<file path="config.mk">
export PLATFORM = sky130hd
export DESIGN_NAME = link_deframer
export DESIGN_NICKNAME = d
export VERILOG_FILES = /design/src/rtl/deframer_pkg.sv /design/src/rtl/deframe_window.sv /design/src/rtl/deframe_decode.sv /design/src/rtl/deframe_sync.sv /design/src/rtl/deframe_word.sv /design/src/rtl/link_deframer.sv
export SDC_FILE = /design/constraint.sdc
export NUM_CORES = 1
export LEC_CHECK = 0
export ABC_AREA = 1
export BUFFER_PORTS_ARGS = -buffer_cell sky130_fd_sc_hd__clkbuf_2
export CORE_ASPECT_RATIO = 0.9
export CORE_MARGIN = 3
export CORE_UTILIZATION = 30
export CTS_CLUSTER_SIZE = 10
export DETAILED_ROUTE_END_ITERATION = 12
export GPL_ROUTABILITY_DRIVEN = 0
export PLACE_DENSITY = 0.52
export SLEW_MARGIN = 10
export SYNTH_ARGS = -nofsm -noshare
export SYNTH_HDL_FRONTEND = slang
export SYNTH_SLANG_ARGS = --single-unit
</file>
<file path="constraint.sdc">
create_clock -name clk -period 2.2 [get_ports clk]
set_input_delay 0.44 -clock clk [delete_from_list [all_inputs] [get_ports clk]]
set_output_delay 0.44 -clock clk [all_outputs]
set_load 0.05 [all_outputs]
</file>
<file path="src/rtl/deframer_pkg.sv">
package deframer_pkg;

  typedef enum logic [1:0] {
    LNK_HUNT  = 2'd0,
    LNK_CHECK = 2'd1,
    LNK_SYNC  = 2'd2
  } link_state_e;

  typedef enum logic [1:0] {
    HDR_BAD       = 2'b00,
    HDR_STUFF     = 2'b01,
    HDR_WORD      = 2'b10,
    HDR_WORD_FLAG = 2'b11
  } hdr_code_e;

  function automatic logic hdr_legal(input logic [1:0] h);
    return h != HDR_BAD;
  endfunction

  function automatic logic hdr_is_word(input logic [1:0] h);
    return (h == HDR_WORD) || (h == HDR_WORD_FLAG);
  endfunction

  function automatic logic hdr_has_flag(input logic [1:0] h);
    return h == HDR_WORD_FLAG;
  endfunction

endpackage

</file>
<file path="src/rtl/deframe_window.sv">
module deframe_window #(
  parameter int FRAME_W = 40
) (
  input  logic               clk,
  input  logic               rst_n,
  input  logic               bit_in,
  output logic [FRAME_W-1:0] win
);

  always_ff @(posedge clk or negedge rst_n) begin
    if (!rst_n) win <= '0;
    else        win <= {win[FRAME_W-2:0], bit_in};
  end

endmodule

</file>
<file path="src/rtl/deframe_decode.sv">
module deframe_decode
  import deframer_pkg::*;
#(
  parameter int DATA_W  = 36,
  localparam int FRAME_W = DATA_W + 4
) (
  input  logic [FRAME_W-1:0] win,
  output logic               frame_ok,
  output logic               is_word,
  output logic               has_flag,
  output logic [DATA_W-1:0]  word,
  output logic               par_bit
);

  function automatic logic parity_even(input logic [DATA_W-1:0] w, input logic p);
    return (^{w, p}) == 1'b0;
  endfunction

  logic [1:0]        hdr;
  logic              inv;
  logic [DATA_W-1:0] raw;

  assign hdr      = win[FRAME_W-1 -: 2];
  assign inv      = win[DATA_W+1];
  assign par_bit  = win[DATA_W];
  assign raw      = win[DATA_W-1:0];
  assign word     = inv ? ~raw : raw;
  assign frame_ok = hdr_legal(hdr) && parity_even(word, par_bit);
  assign is_word  = hdr_is_word(hdr);
  assign has_flag = hdr_has_flag(hdr);

endmodule

</file>
<file path="src/rtl/deframe_sync.sv">
module deframe_sync
  import deframer_pkg::*;
#(
  parameter int FRAME_W     = 40,
  parameter int SYNC_FRAMES = 4,
  localparam int POS_W = $clog2(FRAME_W),
  localparam int CNT_W = $clog2(SYNC_FRAMES)
) (
  input  logic clk,
  input  logic rst_n,
  input  logic frame_ok,
  output logic slot,
  output logic sync_n,
  output logic err_n
);

  link_state_e      state;
  logic [POS_W-1:0] pos;
  logic [CNT_W-1:0] cnt;
  logic             last;
  logic             fault;

  assign last  = pos == POS_W'(FRAME_W - 1);
  assign slot  = (state == LNK_SYNC) && last;
  assign fault = slot && !frame_ok;

  always_ff @(posedge clk or negedge rst_n) begin
    if (!rst_n) begin
      state  <= LNK_HUNT;
      pos    <= '0;
      cnt    <= '0;
      sync_n <= 1'b1;
      err_n  <= 1'b1;
    end else begin
      err_n <= 1'b1;
      unique case (state)
        LNK_HUNT: begin
          pos <= '0;
          if (frame_ok) begin
            state <= LNK_CHECK;
            cnt   <= CNT_W'(1);
          end
        end
        LNK_CHECK: begin
          pos <= last ? '0 : pos + POS_W'(1);
          if (last) begin
            if (!frame_ok) begin
              state <= LNK_HUNT;
            end else if (cnt == CNT_W'(SYNC_FRAMES - 1)) begin
              state  <= LNK_SYNC;
              sync_n <= 1'b0;
            end else begin
              cnt <= cnt + CNT_W'(1);
            end
          end
        end
        LNK_SYNC: begin
          pos <= last ? '0 : pos + POS_W'(1);
          if (fault) begin
            state  <= LNK_HUNT;
            sync_n <= 1'b1;
            err_n  <= 1'b0;
          end
        end
        default: state <= LNK_HUNT;
      endcase
    end
  end

  AST_ERR_SINGLE: assert property (@(posedge clk) disable iff (!rst_n) !err_n |=> err_n);
  AST_ERR_DROPS_SYNC: assert property (@(posedge clk) disable iff (!rst_n) !err_n |-> sync_n);
  AST_LOCK_ON_GOOD_FRAME: assert property (@(posedge clk) disable iff (!rst_n) $fell(sync_n) |-> $past(frame_ok));
  AST_ERR_ONLY_IN_SYNC: assert property (@(posedge clk) disable iff (!rst_n) $fell(err_n) |-> !$past(sync_n));

endmodule

</file>
<file path="src/rtl/deframe_word.sv">
module deframe_word #(
  parameter int DATA_W = 36
) (
  input  logic              clk,
  input  logic              rst_n,
  input  logic              take,
  input  logic              flag,
  input  logic [DATA_W-1:0] word,
  input  logic              par,
  output logic [DATA_W-1:0] dout,
  output logic              par_out,
  output logic              flag_out,
  output logic              wr_stb
);

  logic              pend;
  logic [DATA_W-1:0] hold_word;
  logic              hold_par;

  always_ff @(posedge clk or negedge rst_n) begin
    if (!rst_n) begin
      dout      <= '0;
      par_out   <= 1'b0;
      flag_out  <= 1'b0;
      wr_stb    <= 1'b0;
      pend      <= 1'b0;
      hold_word <= '0;
      hold_par  <= 1'b0;
    end else begin
      wr_stb <= 1'b0;
      pend   <= 1'b0;
      if (pend) begin
        dout     <= hold_word;
        par_out  <= hold_par;
        flag_out <= ~flag_out;
        wr_stb   <= 1'b1;
      end
      if (take) begin
        if (flag) begin
          pend      <= 1'b1;
          hold_word <= word;
          hold_par  <= par;
        end else begin
          dout    <= word;
          par_out <= par;
          wr_stb  <= 1'b1;
        end
      end
    end
  end

  AST_STB_SINGLE: assert property (@(posedge clk) disable iff (!rst_n) wr_stb |=> !wr_stb);
  AST_HOLD_BETWEEN: assert property (@(posedge clk) disable iff (!rst_n) !wr_stb |-> ($stable(dout) && $stable(par_out)));
  AST_FLAG_WITH_STB: assert property (@(posedge clk) disable iff (!rst_n) !$stable(flag_out) |-> wr_stb);

endmodule

</file>
<file path="src/rtl/link_deframer.sv">
module link_deframer #(
  parameter int DATA_W      = 36,
  parameter int SYNC_FRAMES = 4
) (
  input  logic              clk,
  input  logic              rst_n,
  input  logic              rx_bit,
  output logic [DATA_W-1:0] rx_word,
  output logic              rx_par,
  output logic              rx_flag_tgl,
  output logic              rx_wr_stb,
  output logic              link_err_n,
  output logic              link_sync_n
);

  localparam int FRAME_W = DATA_W + 4;

  logic [FRAME_W-1:0] win;
  logic               frame_ok;
  logic               is_word;
  logic               has_flag;
  logic [DATA_W-1:0]  word;
  logic               par_bit;
  logic               slot;
  logic               take;

  deframe_window #(.FRAME_W(FRAME_W)) u_win (
    .clk(clk), .rst_n(rst_n), .bit_in(rx_bit), .win(win)
  );

  deframe_decode #(.DATA_W(DATA_W)) u_dec (
    .win(win), .frame_ok(frame_ok), .is_word(is_word), .has_flag(has_flag),
    .word(word), .par_bit(par_bit)
  );

  deframe_sync #(.FRAME_W(FRAME_W), .SYNC_FRAMES(SYNC_FRAMES)) u_sync (
    .clk(clk), .rst_n(rst_n), .frame_ok(frame_ok), .slot(slot),
    .sync_n(link_sync_n), .err_n(link_err_n)
  );

  assign take = slot && frame_ok && is_word;

  deframe_word #(.DATA_W(DATA_W)) u_word (
    .clk(clk), .rst_n(rst_n), .take(take), .flag(has_flag), .word(word),
    .par(par_bit), .dout(rx_word), .par_out(rx_par), .flag_out(rx_flag_tgl),
    .wr_stb(rx_wr_stb)
  );

  AST_STB_ONLY_SYNCED: assert property (@(posedge clk) disable iff (!rst_n) rx_wr_stb |-> !link_sync_n);
  AST_NO_STB_ON_ERR: assert property (@(posedge clk) disable iff (!rst_n) !link_err_n |-> !rx_wr_stb);

endmodule

</file>
---- Yosys cells after proc, flatten, opt, wreduce, memory -nomap -nowiden ----
Index checks and enable logic that the tools add are counted.
operators by class
  add/subtract/negate cells ............... 2
  eq/ne operators ......................... 13
  mux-type cells .......................... 31
  bitwise operators ....................... 3
  reductions and logical operators ........ 18
operators by type and width
  kind                                                   number
  two-way mux 36 bit                                     4
  XOR reduction 37 bit                                   1
  NOT 36 bit                                             1
  two-way mux 2 bit                                      8
  two-way mux 1 bit                                      14
  one-hot mux 6 bit (2 select lines)                     1
  AND reduction 5 bit                                    2
  equality test 2 bit, second input constant             4
  nonzero test 2 bit                                     4
  adder 6 x 1 -> 6 bit, second input constant            1
  equality test 6 bit, second input constant             1
  two-way mux 6 bit                                      1
  inequality test 2 x 1 -> 1 bit, second input constant  3
  inequality test 2 bit, second input constant           3
  one-hot mux 2 bit (3 select lines)                     1
  logical AND 1 bit                                      5
  one-hot mux 2 bit (2 select lines)                     1
  AND reduction 4 bit                                    1
  inequality test 3 x 2 -> 1 bit, second input constant  1
  adder 2 x 1 -> 2 bit, second input constant            1
  equality test 2 x 1 -> 1 bit, second input constant    1
  zero test 2 bit                                        1
  NOT 1 bit                                              2
  one-hot mux 1 bit (2 select lines)                     1
  4 further kinds                                        4
storage, ports and cells
  bits in registers ....................... 129
  input port bits ......................... 3
  output and inout bits ................... 41

---- Logic depth before layout (Yosys ltp) ----
  depth after elaboration ................. 9
  mapped depth ............................ 21
  depth with buffers taken out ............ 20

---- Modules after synthesis ----
A second synthesis with hierarchy kept.
unflattened totals
  cells, all modules ...................... 920
  area total of the unflattened synthesis .. 6750.2 um^2
by module, submodules not included
  module          times used  cells an instance  area an instance (um^2)  sequential area each (um^2)
  deframe_word    1           441                3460.8                   1926.8
  deframe_decode  1           350                1545.2                   0.0
  deframe_window  1           40                 1001.0                   1001.0
  deframe_sync    1           86                 729.4                    302.8
  link_deframer   1           3                  13.8                     0.0

---- Worst setup path after synthesis ----
Ideal clock, no wire load.
  path kind ............................... reg-to-reg
  start ................................... register u_win.win[37]
  end ..................................... register u_word.hold_word[34]
  arrival time ............................ 1.887 ns
  data required time ...................... 2.084 ns
  path slack .............................. 0.196 ns
  stages on the path, launching flop included .. 19
  buffers on the path ..................... 2
  path through ............................ dfrtp_1 -> buf_4 -> xnor2_1 -> nand2_1 -> nand3_1 -> nand2_1 -> nand2_1 -> nand2_1 -> nand2_1 -> nand2_1 -> inv_1 -> nand2_1 -> nand2_2 -> nand2_2 -> nor2_4 -> inv_2 -> buf_2 -> nand2_1 -> nand2_1
on the way
  cells in the longest elaborated chain, start to end .. 7
RTL lines
  item                            line                  source
  start, declared                 deframe_window.sv:7   output logic [FRAME_W-1:0] win
  start signal, assigned          deframe_window.sv:12  else win <= {win[FRAME_W-2:0], bit_in};
  two-way mux 36 bit (*)          deframe_decode.sv:27  assign word = inv ? ~raw : raw;
  XOR reduction 37 bit            deframe_decode.sv:16  return (^{w, p}) == 1'b0;
  NOT 1 bit                       deframe_decode.sv:16
  logical AND 1 bit               deframe_decode.sv:28  assign frame_ok = hdr_legal(hdr) && parity_even(word, par_bit);
  logical AND 1 bit (2 in a row)  link_deframer.sv:41   assign take = slot && frame_ok && is_word;
  AND reduction 2 bit (no line)   n/a
  end signal, assigned            deframe_word.sv:41    hold_word <= word;
  end, declared                   deframe_word.sv:17    logic [DATA_W-1:0] hold_word;
Every way passes the cells marked *; elsewhere a longest branch is shown, timed or not.
A chain may end at the register's enable or synchronous reset.

---- Worst setup path after layout ----
  start ................................... register u_win.win[37]
  end ..................................... register u_word.hold_word[30]
The elaborated chain is that of the path after synthesis.

==> metrics.md <==
| Metric | Value |
|---|---|
| N_diodes | `0` |
| Routed Antenna Nets | `0` |
| Critical path's slowest cell | `dfrtp_2` |
| Critical path type | `reg2reg` |
| Max Cap Viol | `0` |
| Syn_nets | `756` |
| Synth area leader | `dfrtp_1` |
| CTS Root Buffer Type | `clkbuf_16` |
| Hold Path Stages | `1` |
| R2R cell count | `17` |
| Horiz. Die Dim | `156 um` |
| Clock latency on the worst-skew pair | `0.42 ns` |
| Part of the cycle the worst path needs | `1.03` |
| Met3 Track Usage GR | `0.0350` |
| DRC viols | `0` |
| Slowest cell delay on critical path | `0.48 ns` |
| Stages on worst setup path | `17` |
| Failing checks | `setup timing` |
| First-pass iteration count of the detailed router | `6` |
| WL final | `14.1 mm` |
| Global routing usage on met2 | `0.195` |
| Final HPWL DP | `8.52 mm` |
| Critical path fanouts, max | `8` |
| Post-Syn Instances | `747` |
| Busiest layer in global routing | `met2` |
| Sequential cell area | `3240 um2` |
| Hold_sp | `rx_bit` |
| Leakage power | `4.11 nW` |
| Core Area | `19,500 um2` |
| CTS clock-pin slew for the worst setup and hold paths | `0.06 ns` |
| R2r startpoint | `u_win.win[37]` |
| Slew @ Worst Pin | `0.540 ns` |
| Achievable Freq | `441 MHz` |
| PnR worst setup slack | `-0.0657 ns` |
| Avg Inst Size Synth | `8.13 um2` |
| Count leader, synth | `nand2_1` |
| Share of layout cells above drive strength 1 | `0.271` |
| Most used DFF post-synth | `dfrtp_1` |
| TritonCTS buffer count | `17` |
| Nets@finish | `830` |
| Status | `finished, violations left` |
| First-pass GRT wire length | `23.4 mm` |
| Clk_skew | `0.00900 ns` |
| Vias in the first global route | `4,660` |
| Post-Syn Area | `6070 um2` |
| Worst Path Buf+Inv | `4` |
| Largest net degree at the start of global routing | `60` |
| Final Hold Fails | `0` |
| Distinct cells, synth | `26` |
| CP delay by family, top | `simple AND/OR/NAND/NOR gates` |
| Initial DRC count | `318` |
| Die height | `141 um` |
| Largest cells by area after synthesis | `dfrtp_1, nand2_1, xor2_1` |
| CP cell instances | `xnor2_2 > inv_2 > nand2_1 > nand3_1 > nand2_1 > nand2_2 > nand3b_1 > nand2_1 > inv_1 > nand2_2 > nand2_4 > nand2_4 > nor2_4 > clkinv_4 > clkbuf_16 > nand2_2 > nand2_1` |
| Most frequent cells after synthesis | `nand2_1, dfrtp_1, inv_1` |
| Final total power | `6.46 mW` |
| Most frequent CP cell | `nand2_1` |
| GRT Total Usage | `0.133` |
| Number of synthesized flops with an enable pin | `0` |
| # rows | `48` |
| Clk buf depth | `2` |
| Post-synthesis sequential area ratio | `0.532` |
| IO Port Bufs | `43` |
| FFs w/ async S/R, synth | `1.00` |
| Maximum VDD drop | `0.459 mV` |
| Met1 GRT Util | `0.190` |
| Drt wl/cell | `13.0 um` |
| Min-Delay Path Class | `in2reg` |
| CP startpoint | `u_win.win[37]` |
| Final setup viols | `56` |
| Crit path required time | `2.51 ns` |
| Setup WS pre-CTS | `0.0222 ns` |
| Synth top area share | `0.523` |
| Seq cells post-synth | `129` |
| Yosys warnings | `0` |
| Filler cell count | `1,905` |
| Final Max Slew Viols | `0` |
| Area of the multi-input gates | `2840 um2` |
| H-tree depth | `4` |
| TritonCTS clock tree | `built` |
| I/O pin count | `44` |
| Unrepaired setup endpoints after global routing | `true` |
| Post-route cell area | `7980 um2` |
| Crit start category | `flip-flop` |
| Vias per cell | `4.41` |
| GRT overflow | `0` |
| Placed Area | `6710 um2` |
| Initial antenna violation count | `0` |
| Max_slew headroom | `0.640` |
| CTS Sinks | `129` |
| Setup TNS Final | `-1.99 ns` |
| CP Data Arrival Time | `2.58 ns` |
| Die area | `22,000 um2` |
| CP endpoint kind | `flip-flop` |
| Minimum clock period | `2.27 ns` |
| Initial Util | `0.311` |
| PwrDens | `810 nW/um2` |
| Via count | `4,778` |
| Area Growth Syn to Fin | `31.4%` |
==> final timing paths <==
| kind | slack, ns | endpoint |
|---|---|---|
| setup / recovery | -0.07 | u_word.hold_word[30] |
| hold / removal | 0.12 | u_win.win[0] |
| setup reg to reg | -0.07 | u_word.hold_word[30] |
| hold reg to reg | 0.40 | u_win.win[39] |
| max in group asynchronous | 1.13 | u_sync.sync_n |
| min in group asynchronous | 0.44 | u_word.dout[17] |
==> area by class of cell <==
cell class	count	area share
Timing Repair Buffer	82	0.0900
Inverter	60	0.0289
Multi-Input combinational cell	531	0.356
Clock buffer	17	0.0533
Sequential cell	129	0.406
Clock inverter	15	0.0262
Tap cell	250	0.0392
==> registers in the layout, indices dropped and copies added (netlist names) <==
register and flops:
u_word.hold_word 36, u_word.pend 1, u_word.dout 36, u_word.hold_par 1, u_sync.err_n 1, u_sync.pos 6
u_win.win 40, u_word.par_out 1, u_word.wr_stb 1, u_sync.state 2, u_word.flag_out 1, u_sync.sync_n 1
u_sync.cnt 2
==> cells by family (layout without fill, tap and decap cells) <==
| kind of cell | count (synthesis) | after routing | synth area share |
|---|---|---|---|
| fa+ha+maj | 6 | 6 | 0.0124 |
| xor+xnor | 49 | 49 | 0.0707 |
| compound gates | 51 | 51 | 0.0505 |
| buf+inv | 87 | 174 | 0.0604 |
| simple gates | 425 | 425 | 0.274 |
| flops | 129 | 129 | 0.532 |
==> power breakdown <==
part / switching, mW / total [mW] / internal, mW
sequential: 0.0873 / 2.55 / 2.46
clock: 1.14 / 3.05 / 1.91
combinational: 0.530 / 0.862 / 0.332
total: 1.75 / 6.46 / 4.70
==> stage by stage <==
step | std cells | hold slack [ns] | utilization
2_1_floorplan | 747 | 0.144 | -
3_3_place_gp | 1032 | 0.319 | 0.344
3_5_place_dp | 1032 | 0.317 | 0.344
4_1_cts | 1066 | 0.0991 | 0.379
5_1_grt | 1084 | 0.102 | 0.409
6_report | 1084 | 0.118 | 0.409
==> layer usage <==
layer  vias up  routed length (um)
met2        70                6120
met4         0                 187
met1      2228                7230
met3        15                 526
li1       2465                   -
met5         -                   0
==> layout by cell type, fill, tap and decap left out, types with 11 or more instances in the layout <==
| cell | synthesis | routed |
|---|---|---|
| buf_12 | 0 | 11 |
| nand3_1 | 18 | 17 |
| clkbuf_2 | 0 | 42 |
| inv_1 | 58 | 53 |
| xor2_1 | 41 | 39 |
| clkbuf_16 | 0 | 19 |
| nand2_1 | 338 | 269 |
| dfrtp_1 | 127 | 118 |
| nand2_2 | 2 | 62 |
| a31oi_1 | 36 | 32 |
| buf_4 | 3 | 21 |
| nor2_1 | 55 | 46 |
==> timing repair <==
| item | CTS | global route |
|---|---|---|
| endpoints found under the setup margin | 2 | 81 |
| endpoints found under the hold margin | 22 | 0 |
| pin swaps | 0 | 15 |
| setup buffers | 0 | 15 |
| hold buffers | 1 | 0 |
| cloned | 1 | 3 |
| gates resized for setup | 5 | 123 |
No activity file was read; power rests on OpenSTA's default activity.
